File: config.mk
export PLATFORM = sky130hd
export DESIGN_NAME = l2_way_governor
export DESIGN_NICKNAME = d
export VERILOG_FILES = /design/src/rtl/l2wg_pkg.sv /design/src/rtl/l2wg_wake_monitor.sv /design/src/rtl/l2wg_way_sequencer.sv /design/src/rtl/l2_way_governor.sv
export SDC_FILE = /design/constraint.sdc
export NUM_CORES = 1
export LEC_CHECK = 0
export ABC_AREA = 1
export BUFFER_PORTS_ARGS = -buffer_cell sky130_fd_sc_hd__buf_2
export CORE_MARGIN = 5
export CORE_UTILIZATION = 55
export CTS_BUF_LIST = sky130_fd_sc_hd__clkbuf_4
export DETAILED_ROUTE_END_ITERATION = 7
export PLACE_DENSITY_LB_ADDON = 0.12
export SYNTH_ARGS = -nofsm -noshare
export SYNTH_HDL_FRONTEND = slang
export SYNTH_HIERARCHICAL = 1
export SYNTH_SLANG_ARGS = --single-unit
File: constraint.sdc
create_clock -name clk -period 2.2 [get_ports clk]
set_clock_uncertainty 0.1 [all_clocks]
set_input_delay 0 -clock clk [delete_from_list [all_inputs] [get_ports clk]]
set_output_delay 0 -clock clk [all_outputs]
set_load 0.1 [all_outputs]
File: src/rtl/l2wg_pkg.sv
package l2wg_pkg;
  typedef enum logic {SEQ_IDLE, SEQ_FILL} seq_state_t;
  localparam logic [2:0] CST_ACTIVE  = 3'd0;
  localparam logic [2:0] CST_DEEP    = 3'd4;
  localparam logic [2:0] CST_DEEPEST = 3'd6;
  localparam logic [3:0] HINT_FULL   = 4'd2;
endpackage

File: src/rtl/l2wg_wake_monitor.sv
module l2wg_wake_monitor #(
  parameter int RATIO_W = 6,
  parameter int C0_LIMIT = 64
) (
  input  logic               clk,
  input  logic               rst,
  input  logic               thr_wr,
  input  logic [RATIO_W-1:0] thr_data,
  input  logic               ratio_vld,
  input  logic [RATIO_W-1:0] ratio_req,
  input  logic               any_active,
  input  logic               any_light,
  input  logic               consume,
  output logic               grow_arm
);
  localparam int TW = $clog2(C0_LIMIT) + 1;
  localparam logic [TW-1:0] TLAST = TW'(C0_LIMIT - 1);

  logic [RATIO_W-1:0] thr_q;
  logic [TW-1:0]      tmr_q;
  logic               arm_q;
  logic               expire;
  logic               set_arm;

  assign expire  = any_active && (tmr_q == TLAST);
  assign set_arm = expire || any_light || (ratio_vld && (ratio_req > thr_q));

  always_ff @(posedge clk) begin
    if (rst) begin
      thr_q <= '0;
      tmr_q <= '0;
      arm_q <= 1'b0;
    end else begin
      if (thr_wr) thr_q <= thr_data;
      if (!any_active || expire) tmr_q <= '0;
      else                       tmr_q <= tmr_q + 1'b1;
      arm_q <= (arm_q && !consume) || set_arm;
    end
  end

  assign grow_arm = arm_q;

  p_arm_sticky_r8: assert property (@(posedge clk) disable iff (rst)
    (arm_q && !consume) |=> arm_q);
  p_light_arms_r9: assert property (@(posedge clk) disable iff (rst)
    any_light |=> arm_q);
endmodule

File: src/rtl/l2wg_way_sequencer.sv
module l2wg_way_sequencer
  import l2wg_pkg::*;
#(
  parameter int NUM_WAYS  = 8,
  parameter int STEP_WAYS = 2,
  parameter int WAKE_WAYS = 2,
  parameter int CW        = $clog2(NUM_WAYS + 1)
) (
  input  logic                clk,
  input  logic                rst,
  input  logic                req_keep,
  input  logic                req_grow,
  input  logic                req_wake,
  input  logic                shrink_ok,
  input  logic                shrink_all,
  output logic                grow_taken,
  output logic [CW-1:0]       cnt_next,
  output logic [NUM_WAYS-1:0] way_en,
  output logic [NUM_WAYS-1:0] way_inv,
  output logic [CW-1:0]       way_count
);
  localparam logic [CW-1:0] FULL = CW'(NUM_WAYS);
  localparam logic [CW-1:0] STEP = CW'(STEP_WAYS);
  localparam logic [CW-1:0] WAKE = CW'(WAKE_WAYS);

  function automatic logic [NUM_WAYS-1:0] thermo(input logic [CW-1:0] c);
    logic [NUM_WAYS-1:0] t;
    for (int i = 0; i < NUM_WAYS; i++) t[i] = (CW'(i) < c);
    return t;
  endfunction

  function automatic logic [NUM_WAYS-1:0] pick(input logic [CW-1:0] idx);
    return NUM_WAYS'(1) << idx;
  endfunction

  seq_state_t          st_q, st_d;
  logic [CW-1:0]       cnt_q, cnt_d, tgt_q, tgt_d;
  logic [NUM_WAYS-1:0] en_q, en_d, inv_q, inv_d;
  logic                start;

  always_comb begin
    st_d       = st_q;
    cnt_d      = cnt_q;
    tgt_d      = tgt_q;
    en_d       = en_q;
    inv_d      = '0;
    start      = 1'b0;
    grow_taken = 1'b0;
    case (st_q)
      SEQ_IDLE: begin
        grow_taken = req_grow;
        if ((req_keep || req_grow) && (cnt_q < FULL)) begin
          tgt_d = FULL;
          start = 1'b1;
        end else if (req_wake && (cnt_q == '0)) begin
          tgt_d = WAKE;
          start = 1'b1;
        end else if (shrink_ok && (cnt_q != '0)) begin
          if (shrink_all || (cnt_q <= STEP)) cnt_d = '0;
          else                               cnt_d = cnt_q - STEP;
          en_d = thermo(cnt_d);
        end
        if (start) begin
          st_d  = SEQ_FILL;
          inv_d = pick(cnt_q);
        end
      end
      default: begin
        en_d  = en_q | pick(cnt_q);
        cnt_d = cnt_q + 1'b1;
        if ((cnt_q + 1'b1) < tgt_q) inv_d = pick(cnt_q + 1'b1);
        else                        st_d  = SEQ_IDLE;
      end
    endcase
  end

  always_ff @(posedge clk) begin
    if (rst) begin
      st_q  <= SEQ_IDLE;
      cnt_q <= FULL;
      tgt_q <= FULL;
      en_q  <= '1;
      inv_q <= '0;
    end else begin
      st_q  <= st_d;
      cnt_q <= cnt_d;
      tgt_q <= tgt_d;
      en_q  <= en_d;
      inv_q <= inv_d;
    end
  end

  assign cnt_next  = cnt_d;
  assign way_en    = en_q;
  assign way_inv   = inv_q;
  assign way_count = cnt_q;

  p_inv_onehot_r4: assert property (@(posedge clk) disable iff (rst)
    $onehot0(inv_q));
  p_en_follows_inv_r4: assert property (@(posedge clk) disable iff (rst)
    (inv_q != '0) |=> ((en_q & $past(inv_q)) == $past(inv_q)));
  p_inv_on_disabled_r4: assert property (@(posedge clk) disable iff (rst)
    (inv_q & en_q) == '0);
  p_count_bound_r2: assert property (@(posedge clk) disable iff (rst)
    cnt_q <= FULL);
endmodule

File: src/rtl/l2_way_governor.sv
module l2_way_governor
  import l2wg_pkg::*;
#(
  parameter int NUM_WAYS  = 8,
  parameter int STEP_WAYS = 2,
  parameter int WAKE_WAYS = 2,
  parameter int RATIO_W   = 6,
  parameter int C0_LIMIT  = 64,
  parameter int CW        = $clog2(NUM_WAYS + 1)
) (
  input  logic                clk,
  input  logic                rst,
  input  logic [2:0]          core0_cstate,
  input  logic [3:0]          core0_hint,
  input  logic                core0_hold,
  input  logic [2:0]          core1_cstate,
  input  logic [3:0]          core1_hint,
  input  logic                core1_hold,
  input  logic                stop_clk,
  input  logic                irq,
  input  logic                ratio_vld,
  input  logic [RATIO_W-1:0]  ratio_req,
  input  logic                thr_wr,
  input  logic [RATIO_W-1:0]  thr_data,
  output logic [NUM_WAYS-1:0] way_en,
  output logic [NUM_WAYS-1:0] way_inv,
  output logic [CW-1:0]       way_count,
  output logic                pkg_deep_ok
);
  localparam int NCORE = 2;

  logic [NCORE-1:0][2:0] cst;
  logic [NCORE-1:0][3:0] hint;
  logic [NCORE-1:0]      hold;
  logic [NCORE-1:0]      is_deep, is_light, is_active, is_full, is_keep;

  assign cst  = {core1_cstate, core0_cstate};
  assign hint = {core1_hint, core0_hint};
  assign hold = {core1_hold, core0_hold};

  for (genvar c = 0; c < NCORE; c++) begin : g_core
    assign is_deep[c]   = (cst[c] >= CST_DEEP);
    assign is_active[c] = (cst[c] == CST_ACTIVE);
    assign is_light[c]  = !is_deep[c] && !is_active[c];
    assign is_full[c]   = (cst[c] == CST_DEEPEST) && (hint[c] == HINT_FULL);
    assign is_keep[c]   = is_deep[c] && hold[c];
  end

  logic all_deep, keep_any, stop_q, wake_evt, grow_arm, grow_taken, pkg_q;
  logic [CW-1:0] cnt_next;

  assign all_deep = &is_deep;
  assign keep_any = |is_keep;
  assign wake_evt = stop_q && !stop_clk;

  l2wg_wake_monitor #(.RATIO_W(RATIO_W), .C0_LIMIT(C0_LIMIT)) u_mon (
    .clk(clk), .rst(rst), .thr_wr(thr_wr), .thr_data(thr_data),
    .ratio_vld(ratio_vld), .ratio_req(ratio_req),
    .any_active(|is_active), .any_light(|is_light),
    .consume(grow_taken), .grow_arm(grow_arm));

  l2wg_way_sequencer #(.NUM_WAYS(NUM_WAYS), .STEP_WAYS(STEP_WAYS),
                       .WAKE_WAYS(WAKE_WAYS), .CW(CW)) u_seq (
    .clk(clk), .rst(rst), .req_keep(keep_any), .req_grow(irq && grow_arm),
    .req_wake(wake_evt), .shrink_ok(all_deep && !keep_any && !grow_arm),
    .shrink_all(|is_full), .grow_taken(grow_taken), .cnt_next(cnt_next),
    .way_en(way_en), .way_inv(way_inv), .way_count(way_count));

  always_ff @(posedge clk) begin
    if (rst) begin
      stop_q <= 1'b0;
      pkg_q  <= 1'b0;
    end else begin
      stop_q <= stop_clk;
      pkg_q  <= (cnt_next == '0) && all_deep && !keep_any;
    end
  end

  assign pkg_deep_ok = pkg_q;

  p_permit_empty_r5: assert property (@(posedge clk) disable iff (rst)
    pkg_q |-> (way_count == '0));
  p_keep_blocks_r6: assert property (@(posedge clk) disable iff (rst)
    keep_any |=> !pkg_q);
endmodule

[After elaboration in Yosys (flattened, before gate mapping)]
Index checks and enable logic that the tools add are counted.
Cells by class
  add/sub/neg operators: 3
  mux-type cells: 25
  shift-type cells: 2
  bitwise logic cells: 2
  eq/ne operators: 7
  reductions and logical operators: 48
  magnitude comparators: 14
Operators by type and width (number)
  $mux 8: 7
  $mux 4: 11
  $logic_and 1x1->1: 18
  $lt 3x4->1 const A: 4
  $shl 1x4->8 const A: 2
  $reduce_or 2->1: 5
  $logic_not 1->1: 9
  $eq 4x2->1 const B: 2
  $logic_not 4->1: 2
  $lt 1x4->1 const A: 2
  $lt 2x4->1 const A: 2
  $or 8x8->8: 1
  $add 7x1->7 const B: 1
  $eq 7x6->1 const B: 1
  $mux 1: 7
  $eq 3x3->1 const B: 2
  $ge 3x3->1 const B: 2
  $gt 6x6->1: 1
  $logic_not 3->1: 2
  $logic_or 1x1->1: 6
  $add 4x1->4 const B: 1
  $le 4x2->1 const B: 1
  $lt 4x4->1: 1
  $lt 4x4->1 const B: 1
  7 further kinds: 10
Word-level totals
  input bits: 34
  logic and storage cells: 111
  output and inout port bits: 21
  flip-flop bits (word level): 41

[Longest topological paths before layout]
  depth after elaboration: 18
  depth in mapped cells: 14
  depth with buffers taken out: 14

[Hierarchy]
Netlist, hierarchy kept.
Modules (own cells, without submodules)
  l2wg_way_sequencer: instances 1, cells an instance 182, area each 1356.3 sq um, seq. area each 460.4 sq um
  l2wg_wake_monitor: instances 1, cells an instance 92, area each 714.4 sq um, seq. area each 280.3 sq um
  l2_way_governor: instances 1, cells an instance 44, area each 207.7 sq um, seq. area each 40.0 sq um

[Least setup slack after synthesis]
Ideal clock, no wire load.
  path kind: register to register
  start: register u_seq.cnt_q[2] (netlist: u_seq/way_count[2])
  end: register u_seq.inv_q[1] (netlist: u_seq/way_inv[1])
  path slack: -572 ps
  cell stages (with the launch flop): 9
  clock period less this slack: 2772 ps
  library setup time: 70 ps
  data arrival time: 2601 ps
  required time: 2030 ps
  path buffers: 0
  cells stage by stage: dfxtp_1 -> ha_1 -> nand2_1 -> xor2_1 -> ha_1 -> o21a_1 -> nor3_2 -> nand4_1 -> a21oi_1
On the way
  longest elaborated chain between the ends: 7
  elaborated cells on any way between the ends: 14
  classes of those cells: 1 x add/sub; 2 x order compare; 2 x shift; 6 x mux; 3 x reduce/logical
Ends and longest elaborated chain
  from (decl): line l2wg_way_sequencer.sv:37  | logic [CW-1:0] cnt_q, cnt_d, tgt_q, tgt_d;
  from (signal assigned): line l2wg_way_sequencer.sv:86  | cnt_q <= cnt_d;
  parallel branches: the longest is 6 deep, another holds $add 4x1->4
  $mux 8 (*): line l2wg_way_sequencer.sv:49  | case (st_q)
  to (signal assigned): line l2wg_way_sequencer.sv:89  | inv_q <= inv_d;
  to (decl): line l2wg_way_sequencer.sv:38  | logic [NUM_WAYS-1:0] en_q, en_d, inv_q, inv_d;
Every way passes the cells marked *. The select of a mux whose other input is x is not followed.
A chain may end at the register's enable or synchronous reset.

[Final worst setup path]
  start: register u_seq.cnt_q[1] (netlist: u_seq/way_count[1])
  end: register u_seq.inv_q[7] (netlist: u_seq/way_inv[7])
The elaborated chain is that of the path after synthesis.

==> parameters.txt <==
Parameter                              Value

Route
  Total length of routed met3 wires    between 300 and 400 um
  First-iteration detailed-routing DRC count    ~160
  Metal-1 WL    approximately 2300 um
  Overall via count from detail_route    about 2,300
  Amount of wire on met2 after detailed routing    approximately 2900 um
  DRT Wirelength    between 5000 and 6000 um
  Number of detailed-routing iterations run before antenna repair    4
  Via density per instance    roughly 5.2
  Uppermost layer routed    met4
  Count of unresolved DRC violations after routing    0
  Routed Antenna Nets    0
  Drt wl/cell    12.5 um

Clock network
  CTS H-Tree Depth    2
  Clk Tree Root Cell    clkbuf_4
  Maximum root-to-sink buffer count    2
  Count of buffers added by post-CTS timing repair for setup    0
  Resized cells post-CTS    0
  Clock sink total    39
  Insertion delay to the later sink of the worst-skew pair    roughly 0.34 ns
  Total clock buffers created by CTS    5
  CTS tree    yes
  Clk pin slew, worst setup/hold paths    around 0.12 ns

Floorplanning
  Die Span Y    around 74 um
  Ports placed on the boundary    55
  Number of cell rows    23
  Starting density of the core    0.570
  Die X    74.4 um
  Area enclosed by the die boundary    approximately 0.0055 mm^2
  Core outline area    roughly 0.0040 mm^2

Place
  Worst slack at placement    roughly 0.26 ns
  IO buf count    54
  Post-place instance area    approximately 0.0026 mm^2
  Placer congestion estimate    0.885
  Placed wire-length estimate after detailed placement    4160 um

Synthesis
  Leading register cell type out of synthesis    dfxtp_1
  Part of the Yosys area used for sequential elements    0.343
  Fraction of post-synthesis cell area in the top cell type by area    0.343
  Number of enable flip-flop cells after synthesis    0
  Post-synth top area cell    dfxtp_1
  Net Count, Synth    370
  Syn Std Cell Area    ~0.0023 mm^2
  Synthesis Warnings    6
  Post-synthesis async set-or-reset flop share    0
  Top post-synthesis cells by area    dfxtp_1 34%, nand2_1 12%, ha_1 9.9%
  Distinct cell type count of the synthesized netlist    35
  Post-Syn Area per Cell    7.16 um^2
  Register bit total from synthesis    39
  Synthesized netlist cell count    318

Finish
  Register cell area after layout    approximately 800 um^2
  Combined area of the multi-input logic cells    0.00128 mm^2
  Post-route standard cell area excluding fillers    0.00287 mm^2
  Area added between synthesis and finish    25.9%
  ANT cells    0
  Share of cells above drive strength 1    0.241
  Number of fillers in the final layout    320
  Most common library cell in the layout ignoring fill and taps    nand2_1
  Net total in the final layout    between 400 and 500
  Leading cell types in the layout, fill and taps excluded    70 x nand2_1, 54 x buf_2, 43 x inv_1, 35 x dfxtp_1, 33 x nor2_1

Power
  Sequential fraction of design power    0.432
  Sw Pwr    approximately 720 uW
  Leakage power of the design    approximately 1.4 nW
  Cell internal pwr    approximately 1.1 mW
  Switching part of the total power    0.398
  Power Dens Cells    around 630 mW/mm^2
  Relative contribution of the clock network to total power    0.199
  Total chip power    roughly 1.8 mW
  Combinational cell fraction of total power    0.369
  Max VDD drop    around 0.42 mV

Timing
  Setup repair after global routing missed its margin    no
  Pins Over Slew Limit    0
  Max Clock Freq    approximately 0.50 GHz
  Setup total negative slack    0 ns
  Crit path time final    between 2 and 2.5 ns
  Relative slew margins    0.674
  Final count of hold timing violations    0
  Fin crit share    0.916
  Slew at the pin with the worst max-slew slack    between 0.4 and 0.5 ns
  Total of endpoints with negative setup slack in the final report    0
  Final worst setup slack    0.184 ns
  Worst Hold Margin    0.0251 ns

GRT
  First-pass GRT wire length    around 9400 um
  GRT overflow    0
  Number of global-route vias before repair    roughly 2,300
  Total global-route track usage    0.219
  Maximum number of pins on one net before global-route repair    17
  Number of antenna violations at the first check in global routing    0

Setup path
  Critical Path, Cell by Cell    ha_1 -> nand2_1 -> xor2_1 -> ha_1 -> o21a_1 -> nor3_2 -> buf_4 -> nand4_1 -> a21oi_1
  Arrival time of the worst setup path    ~2.2 ns
  Worst-path cell with the longest stage delay    dfxtp_4
  Required time of the critical path    2.37 ns
  Type of element capturing the critical path    flip-flop
  Buf+Inv Stages, Crit Path    1
  Critical path's most frequent cell    ha_1
  Delay-heaviest family, CP    adder cells
  Maximum fanout encountered on the critical timing path    9
  Slowest Stage Delay on Critical Path    0.40 ns
  Critical path class    flip-flop to flip-flop
  Nature of the critical path startpoint    flip-flop

Run status
  Status    finished, final reports clean

Run
  Number of max-capacitance violations reported    0

Hold path
  Path class of the lowest-slack min-delay path    input port to flip-flop
[through the flow]
step	util	cells
global route	0.717	448
finish	0.717	448
detailed placement	0.656	421
CTS	0.717	448
global placement	0.656	421
floorplan	-	318
[power groups by stage]
stage / Clock [mW] / Combinational, mW / Sequential [mW]
global placement: 0 / 0.624 / 0.798
detailed placement: 0 / 0.630 / 0.802
floorplan: 0 / 0.375 / 0.920
finish: 0.361 / 0.670 / 0.786
global route: 0.404 / 0.739 / 0.792
CTS: 0.371 / 0.661 / 0.785
[flip-flops by register name, summed over array words and instances, names as in the netlist]
signal,count
u_seq/way_en,8
u_seq/tgt_q,2
u_seq/way_inv,8
u_mon/grow_arm,1
u_seq/st_q,1
stop_q,1
pkg_deep_ok,1
u_mon/tmr_q,7
u_mon/thr_q,6
u_seq/way_count,4
[path summary, 6_finish.rpt]
check,from,slack [ns],endpoint,cells past startpoint
min,core0_cstate[0],0.03,u_mon/tmr_q[6]$_SDFF_PP0_,6
max,u_seq/way_count[1]$_SDFF_PP0_,0.18,u_seq/way_inv[7]$_SDFF_PP0_,9
min reg2reg,u_mon/tmr_q[0]$_SDFF_PP0_,0.38,u_mon/tmr_q[0]$_SDFF_PP0_,1
max reg2reg,u_seq/way_count[1]$_SDFF_PP0_,0.18,u_seq/way_inv[7]$_SDFF_PP0_,9
[metal layers]
metal | GRT usage | vias to the layer above
met5 | 0 | -
met4 | 0.0889 | 0
met3 | 0.0568 | 8
met2 | 0.397 | 95
met1 | 0.240 | 1054
li1 | - | 1190
[worst reg2reg max path: stages (launching register included)]
cell     delay (ns)
dfxtp_4        0.40
ha_1           0.20
nand2_1        0.08
xor2_1         0.24
ha_1           0.28
o21a_1         0.11
nor3_2         0.10
buf_4          0.18
nand4_1        0.10
a21oi_1        0.16
[timing repair]
item | CTS | global route
endpoints found under the setup margin | 0 | 0
endpoints found under the hold margin | 20 | 0
hold buffers | 19 | 0
[cells in the mapped netlist (2+ instances only)]
library cell / instances
nand2_1: 70
inv_1: 43
dfxtp_1: 39
nor2_1: 33
a21oi_1: 19
ha_1: 18
nand3_1: 18
nand4_1: 12
o21ai_0: 12
nor2_4: 5
or2_2: 5
inv_2: 4
nand2_2: 3
nand3_2: 3
a21oi_2: 2
a31oi_1: 2
buf_2: 2
clkbuf_1: 2
nand3b_1: 2
nor3_1: 2
o211ai_1: 2
o21a_1: 2
o21ai_2: 2
o22ai_1: 2
o31ai_1: 2
xnor2_1: 2
xor2_1: 2
[cells by family after synthesis]
kind of cell,after synthesis,synth area share
simple gates,156,0.326
buf+inv,53,0.0934
compound gates,48,0.124
flops,39,0.343
fa+ha+maj,18,0.0988
xor+xnor,4,0.0154
[cell type report]
| class | instances | share of cell area |
|---|---|---|
| well taps | 50 | 0.0218 |
| flip-flops and latches | 39 | 0.277 |
| clock inverters | 2 | 0.00262 |
| clock buffers | 6 | 0.0157 |
| repair buffers | 78 | 0.174 |
| inverters | 47 | 0.0615 |
| multi-input cells | 226 | 0.448 |
Note: power is estimated with default switching activity, not from simulation.
